$ cat src/rtl/lic_pkg.sv
package lic_pkg;
  // Strobes from control to datapath
  typedef struct packed {
    logic fill;  // capture memLine, load tag, set valid
    logic busy;  // an aligned miss is outstanding
  } lic_strobe_t;
endpackage

$ cat src/rtl/lic_datapath.sv
module lic_datapath
  import lic_pkg::*;
#(
  parameter int ADDR_W = 32,
  parameter int WORD_W = 32,
  parameter int WORDS  = 4
) (
  input  logic                      clk,
  input  logic                      rst,
  input  lic_strobe_t               strb,
  input  logic [ADDR_W-1:0]         fetchAddr,
  input  logic [WORD_W*WORDS-1:0]   memLine,
  output logic                      hit,
  output logic                      misaligned,
  output logic [WORD_W-1:0]         instr
);
  localparam int LINE_W = WORD_W * WORDS;
  localparam int BYTE_W = $clog2(WORD_W / 8);
  localparam int SEL_W  = $clog2(WORDS);
  localparam int OFFS_W = BYTE_W + SEL_W;
  localparam int TAG_W  = ADDR_W - OFFS_W;

  logic              validQ;
  logic [TAG_W-1:0]  tagQ;
  logic [LINE_W-1:0] lineQ;
  logic [WORD_W-1:0] wordArr [WORDS];

  always_ff @(posedge clk) begin
    if (rst)            validQ <= 1'b0;
    else if (strb.fill) validQ <= 1'b1;
  end

  always_ff @(posedge clk) begin
    if (!rst && strb.fill) begin
      tagQ  <= fetchAddr[ADDR_W-1:OFFS_W];
      lineQ <= memLine;
    end
  end

  for (genvar g = 0; g < WORDS; g++) begin : gWord
    assign wordArr[g] = lineQ[g*WORD_W +: WORD_W];
  end

  assign hit        = validQ && (tagQ == fetchAddr[ADDR_W-1:OFFS_W]);
  assign misaligned = |fetchAddr[BYTE_W-1:0];
  assign instr      = wordArr[fetchAddr[OFFS_W-1:BYTE_W]];


  fill_sets_valid_chk: assert property (@(posedge clk) disable iff (rst)
    strb.fill |=> validQ);


  line_hold_chk: assert property (@(posedge clk) disable iff (rst)
    (validQ && !strb.fill) |=> $stable(lineQ));


  busy_only_on_miss_chk: assert property (@(posedge clk) disable iff (rst)
    strb.busy |-> !hit);
endmodule

$ cat src/rtl/lic_control.sv
module lic_control
  import lic_pkg::*;
(
  input  logic        clk,
  input  logic        rst,
  input  logic        hit,
  input  logic        misaligned,
  input  logic        memValid,
  output lic_strobe_t strb,
  output logic        memReq,
  output logic        stallOut
);
  logic miss;

  assign miss      = !hit && !misaligned;
  assign strb.busy = miss;
  assign strb.fill = miss && memValid;
  assign memReq    = miss;
  assign stallOut  = miss;


  misalign_no_req_chk: assert property (@(posedge clk) disable iff (rst)
    misaligned |-> (!memReq && !stallOut));


  hit_no_req_chk: assert property (@(posedge clk) disable iff (rst)
    hit |-> !memReq);
endmodule

$ cat src/rtl/line_icache.sv
module line_icache
  import lic_pkg::*;
#(
  parameter int ADDR_W = 32,
  parameter int WORD_W = 32,
  parameter int WORDS  = 4,
  localparam int LINE_W = WORD_W * WORDS,
  localparam int OFFS_W = $clog2(LINE_W / 8),
  localparam int TAG_W  = ADDR_W - OFFS_W
) (
  input  logic              clk,
  input  logic              rst,
  input  logic [ADDR_W-1:0] fetchAddr,
  output logic [WORD_W-1:0] instrOut,
  output logic              stallOut,
  output logic              misalignOut,
  output logic              memReq,
  output logic [TAG_W-1:0]  memLineAddr,
  input  logic [LINE_W-1:0] memLine,
  input  logic              memValid,
  input  logic              memBadAddr
);
  lic_strobe_t strb;
  logic        hitW;
  logic        misW;

  lic_datapath #(.ADDR_W(ADDR_W), .WORD_W(WORD_W), .WORDS(WORDS)) uDp (
    .clk(clk), .rst(rst), .strb(strb), .fetchAddr(fetchAddr),
    .memLine(memLine), .hit(hitW), .misaligned(misW), .instr(instrOut)
  );

  lic_control uCtl (
    .clk(clk), .rst(rst), .hit(hitW), .misaligned(misW),
    .memValid(memValid), .strb(strb), .memReq(memReq), .stallOut(stallOut)
  );

  assign misalignOut = misW;
  assign memLineAddr = fetchAddr[ADDR_W-1:OFFS_W];


  req_hold_chk: assert property (@(posedge clk) disable iff (rst)
    (memReq && !memValid) |=> (memReq || fetchAddr != $past(fetchAddr)));


  fill_then_hit_chk: assert property (@(posedge clk) disable iff (rst)
    (memReq && memValid) |=> (!memReq || fetchAddr != $past(fetchAddr)));


  bad_addr_ignored_chk: assert property (@(posedge clk) disable iff (rst)
    (memBadAddr && !hitW && !misW) |-> memReq);
endmodule

$ cat config.mk
export PLATFORM = sky130hd
export DESIGN_NAME = line_icache
export DESIGN_NICKNAME = d
export VERILOG_FILES = /design/src/rtl/lic_pkg.sv /design/src/rtl/lic_datapath.sv /design/src/rtl/lic_control.sv /design/src/rtl/line_icache.sv
export SDC_FILE = /design/constraint.sdc
export NUM_CORES = 1
export LEC_CHECK = 0
export BUFFER_PORTS_ARGS = -buffer_cell sky130_fd_sc_hd__buf_2
export CORE_ASPECT_RATIO = 0.6
export CORE_UTILIZATION = 38
export DETAILED_ROUTE_END_ITERATION = 16
export GPL_TIMING_DRIVEN = 0
export PLACE_DENSITY = 0.67
export SLEW_MARGIN = 20
export SYNTH_ARGS = -nofsm -noshare
export SYNTH_HDL_FRONTEND = slang
export SYNTH_SLANG_ARGS = --single-unit
$ cat constraint.sdc
create_clock -name clk -period 12.28 [get_ports clk]
set_input_delay 0 -clock clk [delete_from_list [all_inputs] [get_ports clk]]
set_output_delay 0 -clock clk [all_outputs]
set_load 0.02 [all_outputs]
==> run_results.csv, run 1 <==
group,metric,value,unit
status,status,"aborted with a tool error",
status,haltStage,"4_1_cts",
status,error_line,"[ERROR RSZ-0060] Max buffer count reached.",
yosys,ys.flop_type,"edfxtp_1",
cts,clockBufferDepth,2,
floorplan,ios,227,
place,gp_congestion,0.772,
yosys,synth_area,6020,um2
yosys,avgSynthCellArea,22.3,um2
cts,cts_buffers,17,
yosys,ys_seq_area_share,78.2,%
yosys,ys_types,18,
yosys,async_flop_share,0,%
yosys,yosys-top-cells-area,"edfxtp_1, mux4_2, buf_4",
cts,cts_sinks,157,
cts,cts_resized,0,
floorplan,fp.dieW,164,um
yosys,yosys-top-cells-count,"edfxtp_1, mux4_2, buf_4",
yosys,ys_ff_latch,157,
floorplan,dieHeight,99.5,um
place,io_buffers,224,
cts,holdBufCountCts,150,
floorplan,floorplan.rows,35,
yosys,syn_nets,434,
place,hpwl,9440,um
yosys,synth.top_cell.area_share,77.8,%
floorplan,start_util,39.1,%
cts,htreeDepth,4,
yosys,synth_most_common_cell,"edfxtp_1",
yosys,yosysTopAreaCell,"edfxtp_1",
yosys,synth_edf_count,156,
yosys,postSynthCellCount,270,
cts,postCtsSetupRepairBufs,0,
cts,cts_root_buffer,"clkbuf_16",
yosys,yosysWarnings,0,
-- per-stage QoR --
step	worst slack [ns]	instances	hold slack (ns)	cell area (um2)	util [%]
global placement	-3.32	697	0.176	7390	48.0
floorplan	0.174	270	0.0989	6020	-
detailed placement	9.12	713	0.178	7530	48.9
-- cell families after synthesis --
| logic type | synth area share [%] |
|---|---|
| flops | 78.2 |
| buf+inv | 4.20 |
| mux | 12.0 |
| xor+xnor | 4.07 |
| simple gates | 1.48 |
| compound gates | 0.125 |
==> run 2, diff against run 1 <==
CORE_ASPECT_RATIO = not set   (was 0.6)
CORE_UTILIZATION = 23   (was 38)
PLACE_DENSITY = not set   (was 0.67)
PLACE_DENSITY_LB_ADDON = 0.15   (was not set)
clock period = 16 ns   (was 12.28 ns; I/O delays follow)
==> run 2 against run 1 <==
  * The flow now finishes without violations
  * Synthesized cell count did not move
  * Area after synthesis did not move
==> run_results.csv, run 2 <==
group,metric,value,unit
status,status,"finished clean",
timing,min_period,3.09,ns
cts,postCtsSetupRepairBufs,0,
setup_path,arrival,3.25,ns
cells_and_area,layout_commonest_cell,"buf_2",
yosys,syn_nets,434,
pwr,power_density,103,nW/um2
cts,htreeDepth,4,
cells_and_area,top_register,"uDp.lineQ",
grt,grt_max_degree,17,
min_path,hold_path_class,"in2reg",
yosys,yosysTopAreaCell,"edfxtp_1",
timing,fmax,0.324,GHz
timing,finalSetupViolCount,0,
setup_path,startpoint,"uDp.tagQ[6]",
pwr,combPwrFrac,10.9,%
cells_and_area,fin_util,39.1,%
timing,grt_setup_unrepaired,"false",
timing,max-slew-margin-rel,49.7,%
cells_and_area,fin_cells,1032,
setup_path,r2r_start,"uDp.tagQ[6]",
cells_and_area,drive_above_1_share,48.1,%
cells_and_area,nets,853,
yosys,ys.flop_type,"edfxtp_1",
yosys,avgSynthCellArea,22.3,um2
yosys,ys_seq_area_share,78.2,%
timing,finalHoldViolCount,0,
yosys,synth_edf_count,156,
route,antenna_left,0,
setup_path,crit_fanout,11,
cts,cts_sinks,157,
setup_path,critPathTopFamily,"simple AND/OR/NAND/NOR gates",
cells_and_area,reg.largest.list,"uDp.lineQ (128), uDp.tagQ (28), uDp.validQ (1)",
setup_path,start_kind,"flop",
timing,tightest_slew,0.754,ns
place,hpwl,10100,um
setup_path,cpPeakStageDelay,0.43,ns
setup_path,crit_buf_inv,6,
yosys,yosys-top-cells-area,"edfxtp_1, mux4_2, buf_4",
timing,drv_slew,0,
grt,antenna_found_initial,1,
cts,clockBufferDepth,2,
cells_and_area,insertedDiodeCount,0,
cells_and_area,largest_register_ffs,128,
yosys,ys_ff_latch,157,
timing,skew,0.0151,ns
cts,cts_root_buffer,"clkbuf_16",
floorplan,dieArea,26800,um2
pwr,power.clock.fraction,43.4,%
route,vias,4005,
setup_path,critical_path_class,"reg2reg",
cells_and_area,syn_to_final_growth,64.9,%
yosys,synth_area,6020,um2
grt,track_usage,11.4,%
min_path,worstHoldStart,"memValid",
cts,cts_buffers,17,
yosys,synth_most_common_cell,"edfxtp_1",
setup_path,cp_common_cell,"buf_4",
pwr,ir_drop,0.0000482,V
floorplan,start_util,23.7,%
pwr,seqPwrFrac,45.7,%
cts,clk_latency,0.42,ns
grt,grt_overflow,0,
floorplan,floorplan.rows,58,
yosys,async_flop_share,0,%
setup_path,cp.required,16.16,ns
floorplan,ios,227,
pwr,swShare,21.1,%
yosys,synth.top_cell.area_share,77.8,%
place,io_buffers,224,
setup_path,cp_slowest_cell,"nor4_1",
route,drt_pass1_iterations,4,
cells_and_area,final_cell_mix,"buf_2, dlygate4sd3_1, edfxtp_1",
pwr,switching_power,0.217,mW
timing,tns,0,ns
route,wire_per_inst,14.3,um
route,via_per_inst,3.88,
yosys,ys_types,18,
yosys,yosys-top-cells-count,"edfxtp_1, mux4_2, buf_4",
timing,fin_crit_sh,19.3,%
cts,holdBufCountCts,158,
cts,cts_resized,0,
route,drt_iter0_markers,140,
floorplan,dieHeight,164,um
route,drt_wl_total,14700,um
setup_path,crit_path_cell_trace,"xor2_1 -> nor4_1 -> nand4_1 -> nor4_2 -> nor3_2 -> buf_6 -> buf_4 -> buf_4 -> buf_4 -> buf_4 -> buf_4",
floorplan,core,25400,um2
floorplan,fp.dieW,164,um
grt,grt_pass1_vias,4452,
place,dp.cells,842,
route,drc_errors,0,
pwr,p_int,0.810,mW
cts,path_clk_slew,0.07,ns
cts,tritoncts,"yes",
grt,grt_pass1_wl,22700,um
pwr,leakagePower,3.86,nW
yosys,postSynthCellCount,270,
flow_run,drv_cap,0,
setup_path,end_kind,"flop",
place,gp_congestion,0.707,
yosys,yosysWarnings,0,
run 2: worst paths after layout:
path,endpoint,depth (start not counted),slack (ns)
setup / recovery,uDp.lineQ[124],11,12.91
hold / removal,uDp.tagQ[7],3,0.08
setup reg to reg,uDp.lineQ[124],11,12.91
hold reg to reg,uDp.validQ,3,1.04
run 2: power groups by stage:
stage	Combinational (mW)	Clock [mW]	Sequential, mW
finish	0.112	0.446	0.469
global route	0.121	0.476	0.470
CTS	0.114	0.464	0.469
detailed placement	0.0829	0	0.478
global placement	0.0798	0	0.482
floorplan	0.0423	0	0.480
run 2: worst reg2reg max path, cell delays in order, from the launching register on:
cell and delay, ns:
edfxtp_1 0.38, xor2_1 0.15, nor4_1 0.43, nand4_1 0.18
nor4_2 0.37, nor3_2 0.21, buf_6 0.20, buf_4 0.17
buf_4 0.18, buf_4 0.18, buf_4 0.19, buf_4 0.19
run 2: cell type report:
cell class,instances,area (um2)
fillers,2393,15500
flip-flops and latches,157,4700
repair buffers,400,2850
multi-input cells,76,1070
clock buffers,19,433
well taps,330,413
plain buffers,36,249
clock inverters,13,211
inverters,1,3.75
run 2: per-layer routing:
layer | GRT usage (%) | vias to the layer above | share of wire [%]
met5 | 0 | - | 0.054
met4 | 4.00 | 2 | 1.2
met3 | 3.51 | 15 | 6.2
met2 | 19.8 | 141 | 51
met1 | 13.2 | 1940 | 41
li1 | - | 1907 | -
run 2: cell families (layout without fill, tap and decap cells):
family | after synthesis | in the layout | synth area share, %
compound gates | 1 | 1 | 0.125
simple gates | 15 | 15 | 1.48
xor+xnor | 28 | 28 | 4.07
flops | 157 | 157 | 78.2
buf+inv | 37 | 469 | 4.20
mux | 32 | 32 | 12.0
run 2: per-stage QoR:
step                worst slack (ns)  power (mW)  instance area, um2  hold slack, ns
detailed placement             12.88       0.561                7700           0.178
finish                         12.91        1.03                9930          0.0800
global placement              -0.574       0.562                7550           0.177
floorplan                       3.89       0.523                6020          0.0989
global route                   12.67        1.07                9930          0.0799
CTS                            12.87        1.05                9930          0.0736
Note: power is estimated with default switching activity, not from simulation.
